## config.mk

```make
export PLATFORM = sky130hd
export DESIGN_NAME = irq_rst_conditioner
export DESIGN_NICKNAME = d
export VERILOG_FILES = /design/src/rtl/icond_pkg.sv /design/src/rtl/icSync.sv /design/src/rtl/icCondPath.sv /design/src/rtl/icCondCtl.sv /design/src/rtl/irq_rst_conditioner.sv
export SDC_FILE = /design/constraint.sdc
export NUM_CORES = 1
export LEC_CHECK = 0
export ABC_CLOCK_PERIOD_IN_PS = 1370
export BUFFER_PORTS_ARGS = -buffer_cell sky130_fd_sc_hd__buf_4
export CAP_MARGIN = 40
export CORE_AREA = 3 3 40 42
export CTS_CLUSTER_SIZE = 20
export DETAILED_ROUTE_END_ITERATION = 6
export DIE_AREA = 0 0 43 45
export GPL_TIMING_DRIVEN = 0
export PLACE_DENSITY_LB_ADDON = 0.15
export RECOVER_POWER = 50
export SYNTH_ARGS = -nofsm -noshare
export SYNTH_HDL_FRONTEND = slang
export SYNTH_SLANG_ARGS = --single-unit
```

## constraint.sdc

```tcl
create_clock -name clk -period 1.37 [get_ports clk]
set_clock_uncertainty 0.1 [all_clocks]
set_input_delay 0.0685 -clock clk [delete_from_list [all_inputs] [get_ports clk]]
set_output_delay 0.0685 -clock clk [all_outputs]
set_load 0.1 [all_outputs]
```

## src/rtl/icond_pkg.sv

```systemverilog
package icond_pkg;

  // Conditioned view of the inputs, produced by the datapath
  typedef struct packed {
    logic rstLvl;
    logic maskLvl;
    logic testLvl;
    logic nmiRise;
    logic nmiPend;
    logic holdDone;
    logic coreRst;
  } condStat_t;

  // Strobes from the control to the datapath registers
  typedef struct packed {
    logic setNmi;
    logic clrNmi;
    logic cntInc;
    logic cntClr;
    logic rstOn;
    logic rstOff;
    logic issueNmi;
    logic issueMask;
  } ctlStrobe_t;

  localparam int SIG_RST  = 0;
  localparam int SIG_MASK = 1;
  localparam int SIG_NMI  = 2;
  localparam int SIG_TEST = 3;
  localparam int SIG_COUNT = 4;

endpackage

```

## src/rtl/icSync.sv

```systemverilog
module icSync #(
  parameter int WIDTH  = 4,
  parameter int STAGES = 2
) (
  input  logic             clk,
  input  logic             arstN,
  input  logic [WIDTH-1:0] asyncIn,
  output logic [WIDTH-1:0] syncOut
);

  logic [WIDTH-1:0] chain [STAGES];

  for (genvar s = 0; s < STAGES; s++) begin : gStage
    if (s == 0) begin : gFirst
      always_ff @(posedge clk or negedge arstN) begin
        if (!arstN) chain[s] <= '0;
        else        chain[s] <= asyncIn;
      end
    end else begin : gNext
      always_ff @(posedge clk or negedge arstN) begin
        if (!arstN) chain[s] <= '0;
        else        chain[s] <= chain[s-1];
      end
    end
  end

  assign syncOut = chain[STAGES-1];

endmodule

```

## src/rtl/icCondPath.sv

```systemverilog
module icCondPath
  import icond_pkg::*;
#(
  parameter int SYNC_STAGES = 2,
  parameter int HOLD_CYCLES = 4
) (
  input  logic       clk,
  input  logic       arstN,
  input  logic       rstIn,
  input  logic       maskIn,
  input  logic       nmiIn,
  input  logic       testIn,
  input  ctlStrobe_t strb,
  output condStat_t  stat,
  output logic       nmiPending,
  output logic       takeNmi,
  output logic       takeMask,
  output logic       coreReset
);

  localparam int CNT_W = $clog2(HOLD_CYCLES + 1);
  localparam logic [CNT_W-1:0] HOLD_LAST = CNT_W'(HOLD_CYCLES - 1);

  logic [SIG_COUNT-1:0] rawV;
  logic [SIG_COUNT-1:0] syncV;
  logic                 nmiPrev;
  logic [CNT_W-1:0]     holdCnt;
  logic                 coreRstQ;
  logic                 nmiPendQ;
  logic                 takeNmiQ;
  logic                 takeMaskQ;

  always_comb begin
    rawV           = '0;
    rawV[SIG_RST]  = rstIn;
    rawV[SIG_MASK] = maskIn;
    rawV[SIG_NMI]  = nmiIn;
    rawV[SIG_TEST] = testIn;
  end

  icSync #(
    .WIDTH  (SIG_COUNT),
    .STAGES (SYNC_STAGES)
  ) uSync (
    .clk     (clk),
    .arstN   (arstN),
    .asyncIn (rawV),
    .syncOut (syncV)
  );

  always_ff @(posedge clk or negedge arstN) begin
    if (!arstN) begin
      nmiPrev   <= 1'b0;
      holdCnt   <= '0;
      coreRstQ  <= 1'b0;
      nmiPendQ  <= 1'b0;
      takeNmiQ  <= 1'b0;
      takeMaskQ <= 1'b0;
    end else begin
      nmiPrev <= syncV[SIG_NMI];
      if (strb.cntClr)      holdCnt <= '0;
      else if (strb.cntInc) holdCnt <= holdCnt + CNT_W'(1);
      if (strb.rstOn)       coreRstQ <= 1'b1;
      else if (strb.rstOff) coreRstQ <= 1'b0;
      if (strb.setNmi)      nmiPendQ <= 1'b1;
      else if (strb.clrNmi) nmiPendQ <= 1'b0;
      takeNmiQ  <= strb.issueNmi;
      takeMaskQ <= strb.issueMask;
    end
  end

  always_comb begin
    stat.rstLvl   = syncV[SIG_RST];
    stat.maskLvl  = syncV[SIG_MASK];
    stat.testLvl  = syncV[SIG_TEST];
    stat.nmiRise  = syncV[SIG_NMI] & ~nmiPrev;
    stat.nmiPend  = nmiPendQ;
    stat.holdDone = (holdCnt == HOLD_LAST);
    stat.coreRst  = coreRstQ;
  end

  assign nmiPending = nmiPendQ;
  assign takeNmi    = takeNmiQ;
  assign takeMask   = takeMaskQ;
  assign coreReset  = coreRstQ;

  AST_PEND_KEEP: assert property (@(posedge clk) disable iff (!arstN)
    (nmiPendQ && !strb.clrNmi) |=> nmiPendQ);
  AST_NMI_FROM_PEND: assert property (@(posedge clk) disable iff (!arstN)
    takeNmiQ |-> $past(nmiPendQ));
  AST_ONE_DECISION: assert property (@(posedge clk) disable iff (!arstN)
    $onehot0({strb.issueNmi, strb.issueMask}));
  AST_RST_AFTER_HOLD: assert property (@(posedge clk) disable iff (!arstN)
    $rose(coreRstQ) |-> ($past(holdCnt) == HOLD_LAST));
  AST_RST_RELEASE: assert property (@(posedge clk) disable iff (!arstN)
    !syncV[SIG_RST] |=> !coreRstQ);
  AST_RST_WIPES_PEND: assert property (@(posedge clk) disable iff (!arstN)
    (coreRstQ && $past(coreRstQ)) |-> (!nmiPendQ && !takeNmiQ && !takeMaskQ));

endmodule

```

## src/rtl/icCondCtl.sv

```systemverilog
module icCondCtl
  import icond_pkg::*;
(
  input  logic       clk,
  input  logic       arstN,
  input  condStat_t  stat,
  input  logic       intEnable,
  input  logic       instrEnd,
  input  logic       waitActive,
  input  logic       nmiAck,
  output ctlStrobe_t strb,
  output logic       waitIdle
);

  logic boundaryOk;

  assign boundaryOk = instrEnd & ~stat.coreRst;

  always_comb begin
    // Pending non-maskable flag: a fresh edge beats an acknowledge, reset beats both
    strb.setNmi    = stat.nmiRise & ~stat.coreRst;
    strb.clrNmi    = stat.coreRst | (nmiAck & ~stat.nmiRise);
    // Reset qualification: count consecutive high samples, saturate at the limit
    strb.cntInc    = stat.rstLvl & ~stat.holdDone;
    strb.cntClr    = ~stat.rstLvl;
    strb.rstOn     = stat.rstLvl & stat.holdDone;
    strb.rstOff    = ~stat.rstLvl;
    // Boundary decision: non-maskable first, maskable only when enabled
    strb.issueNmi  = boundaryOk & stat.nmiPend;
    strb.issueMask = boundaryOk & ~stat.nmiPend & stat.maskLvl & intEnable;
  end

  assign waitIdle = waitActive & stat.testLvl & ~stat.coreRst;

  AST_NO_STROBE_OFF_BOUNDARY: assert property (@(posedge clk) disable iff (!arstN)
    !instrEnd |-> (!strb.issueNmi && !strb.issueMask));

endmodule

```

## src/rtl/irq_rst_conditioner.sv

```systemverilog
module irq_rst_conditioner
  import icond_pkg::*;
#(
  parameter int SYNC_STAGES = 2,
  parameter int HOLD_CYCLES = 4
) (
  input  logic clk,
  input  logic arstN,
  input  logic rstIn,
  input  logic maskIn,
  input  logic nmiIn,
  input  logic testIn,
  input  logic intEnable,
  input  logic instrEnd,
  input  logic waitActive,
  input  logic nmiAck,
  output logic nmiPending,
  output logic takeNmi,
  output logic takeMask,
  output logic coreReset,
  output logic waitIdle
);

  condStat_t  stat;
  ctlStrobe_t strb;

  icCondPath #(
    .SYNC_STAGES (SYNC_STAGES),
    .HOLD_CYCLES (HOLD_CYCLES)
  ) uPath (
    .clk        (clk),
    .arstN      (arstN),
    .rstIn      (rstIn),
    .maskIn     (maskIn),
    .nmiIn      (nmiIn),
    .testIn     (testIn),
    .strb       (strb),
    .stat       (stat),
    .nmiPending (nmiPending),
    .takeNmi    (takeNmi),
    .takeMask   (takeMask),
    .coreReset  (coreReset)
  );

  icCondCtl uCtl (
    .clk        (clk),
    .arstN      (arstN),
    .stat       (stat),
    .intEnable  (intEnable),
    .instrEnd   (instrEnd),
    .waitActive (waitActive),
    .nmiAck     (nmiAck),
    .strb       (strb),
    .waitIdle   (waitIdle)
  );

  AST_MASK_GATED: assert property (@(posedge clk) disable iff (!arstN)
    takeMask |-> $past(intEnable && instrEnd));

endmodule

```

==> impl_results.md <==
- Die area: 1935 um2
- Dominant cell type by area after synthesis: dfrtp_1
- Largest family of logic cells by synthesized area: simple AND/OR/NAND/NOR gates
- Clk Latency, worst-skew pair: 270 ps
- CTS root buffer: clkbuf_4
- Worst EP arrival: 1420 ps
- Max Root-Sink Buffers: 2
- Slew at the pin with the worst max-slew slack: 782.6 ps
- Clk pwr share: 21.9%
- Share of post-route cells with drive strength above 1: 35.94%
- Post-Synth XOR/XNOR Area: 1.647%
- Synth Register Bits: 16
- Sw Share: 30.33%
- Final nets: 77
- N_diodes: 0
- Congestion Overflow GR: 0
- CP top delay family: flip-flops
- Total core area: 1285 um2
- Fillers: 108
- YS warnings: 0
- Hold Vio Cnt, Final: 0
- Outcome: finished, final reports clean
- Crit Path Max Fanout: 5
- Final worst slack: 42.41 ps
- Post-Synth Simple-Gate Area: 12.00%
- Combinational power share: 27.6%
- Die Wd: 43 um
- Pre-CTS WS: -21.05 ps
- Mean Syn Cell Area: 15.19 um2
- Sequential share of the synthesized area: 75.29%
- Crit path kind: reg2reg
- Hold Path Class: reg2reg
- GPL Wtd Cong: 0.6892
- Syn_nets: 47
- Worst path bufs/invs: 0
- P_int: 749.7 uW
- Synth Area in Adders: 4.706%
- First-pass GRT wire length: 1.476 mm
- Synth Area in Compound Gates: 3.765%
- H-tree depth: 1
- Worst EP required: 1470 ps
- P per Cell Area: 1337 nW/um2
- FMAX: 0.7532 GHz
- Top-Level Pins: 15
- Vias: 355
- ANT nets after route: 0
- Mux share of post-synthesis cell area: 1.882%
- Setup TNS: 0 ps
- CP endpoint kind: flip-flop
- Synth unique cells: 16
- Final min period: 1328 ps
- Initial antenna violation count: 0
- Synthesized cell area: 531.8 um2
- Post-synth top area share: 75.29%
- Starting density of the core: 41.38%
- WL/cell: 11.28 um
- Worst slew margin: 47.83%
- DRT iter0 DRCs: 0
- Final setup viols: 0
- CTS Buf Count: 3
- CTS tree: built
- Max Cap Violations: 0
- Dpl hpwl: 640.3 um
- Pleak: 0.3757 nW
- Final slew viol count: 0
- GRT Total Usage: 10.45%
- CP max stage cell: dfrtp_1
- Period utilization: 96.90%
- Type of origin of the critical path: flip-flop
- Port bufs: 14
- Clock Sink Count: 16
- Mapped Cells: 35
- Post-detailed-route via-to-cell ratio: 4.494
- Row count: 13
- Cell Chain, Critical Path: ha_2, ha_4, or2_1, a21boi_1
- Psw: 326.3 uW
- WL final: 891 um
- Max VDD drop: 0.7160 mV
- Vertical die dimension: 45 um
- Worst-path clk slew: 80 ps
- DRC Markers: 0
- DR pass1 iterations: 1
- Sequential share of power: 50.6%
- Area contributors post-synth: dfrtp_1 75%, ha_1 4.7%, nand2b_1 2.4%
- Slowest stage delay, CP: 400 ps
- Largest net degree at the start of global routing: 17
- Area Growth Syn to Fin: 51.29%
- Vias in the first global route: 368
==> state kept, by name (all words and copies together), names as in the netlist <==
signal and flops:
uPath.uSync.chain 4, uPath.takeNmi 1, uPath.nmiPrev 1, uPath.holdCnt 3
uPath.takeMask 1, uPath.uSync.syncOut 4, uPath.nmiPending 1, uPath.coreReset 1
==> repair_timing <==
| action | in CTS | in global routing |
|---|---|---|
| hold buffers | 8 | 0 |
| buffers inserted | 1 | 2 |
| pin swaps | 1 | 3 |
| endpoints found under the setup margin | 2 | 1 |
| hold endpoints to repair | 23 | 0 |
| gates resized for setup | 1 | 2 |
==> worst paths after layout <==
| path | start | end | slack [ps] | depth (start not counted) |
|---|---|---|---|---|
| setup / recovery | uPath.holdCnt[0] | uPath.holdCnt[2] | 40 | 4 |
| hold / removal | uPath.uSync.chain[7] | uPath.uSync.syncOut[3] | 260 | 0 |
| setup reg to reg | uPath.holdCnt[0] | uPath.holdCnt[2] | 40 | 4 |
| hold reg to reg | uPath.uSync.chain[7] | uPath.uSync.syncOut[3] | 260 | 0 |
| max in group asynchronous | arstN | uPath.coreReset | 350 | 2 |
| min in group asynchronous | arstN | uPath.takeMask | 290 | 2 |
==> cell usage in the layout (no fill, tap or decap), types with 2 or more instances in the layout <==
cell / synthesis / layout
dfrtp_1: 16 / 15
nand2_1: 2 / 2
dlygate4sd3_1: 0 / 8
nand2b_1: 2 / 2
clkbuf_1: 0 / 2
buf_4: 0 / 16
clkbuf_4: 0 / 3
==> kinds of logic (layout without fill, tap and decap cells) <==
| group | Yosys count | in the layout |
|---|---|---|
| DFF | 16 | 16 |
| muxes | 1 | 1 |
| AOI/OAI and AO/OA | 3 | 3 |
| xor gates and xnor gates | 1 | 1 |
| and+or+nand+nor | 11 | 11 |
| buffers and inverters | 1 | 30 |
| adders and majority gates | 2 | 2 |
==> synthesized netlist by cell type (all sizes together) <==
cell,n
nand2,2
and2,1
a21boi,1
nand4b,1
ha,2
nor2b,1
nand2b,2
xnor2,1
mux2i,1
dfrtp,16
a21oi,1
o21a,1
inv,1
or2,1
and3b,1
nor2,2
==> layout make-up <==
class | count | area, um2 | share of cell area, %
clock buffers | 4 | 26.28 | 3.266
inverters | 1 | 3.754 | 0.4666
multi-input cells | 18 | 150.1 | 18.66
flip-flops and latches | 16 | 401.6 | 49.92
well taps | 15 | 18.77 | 2.333
repair buffers | 25 | 203.9 | 25.35
==> through the flow <==
| stage | total power, mW | utilization (%) | hold slack [ps] | std cells | area (um2) |
|---|---|---|---|---|---|
| after global routing | 1.140 | 62.61 | 266.0 | 79 | 804.5 |
| after CTS | 1.068 | 60.76 | 79.78 | 77 | 780.7 |
| final | 1.076 | 62.61 | 255.4 | 79 | 804.5 |
| after detailed placement | 0.7966 | 51.70 | -165.6 | 64 | 664.4 |
| after global placement | 0.7802 | 51.70 | -174.0 | 64 | 664.4 |
| after floorplan | 0.7214 | - | -327.1 | 35 | 540.5 |
==> routing by layer <==
| layer | global-route usage (%) | vias up | share of wire [%] |
|---|---|---|---|
| li1 | - | 173 | - |
| met1 | 11.26 | 171 | 39 |
| met2 | 18.86 | 11 | 54 |
| met3 | 3.984 | 0 | 7.0 |
| met4 | 3.614 | 0 | 0 |
| met5 | 0 | - | 0 |
==> power by group through the flow <==
stage	registers, mW	clock network, mW	logic, mW
after floorplan	0.640	0	0.0819
after global placement	0.550	0	0.230
after detailed placement	0.555	0	0.241
after CTS	0.544	0.253	0.270
after global routing	0.551	0.273	0.317
final	0.544	0.235	0.297
(Power assumes the default switching activity.)
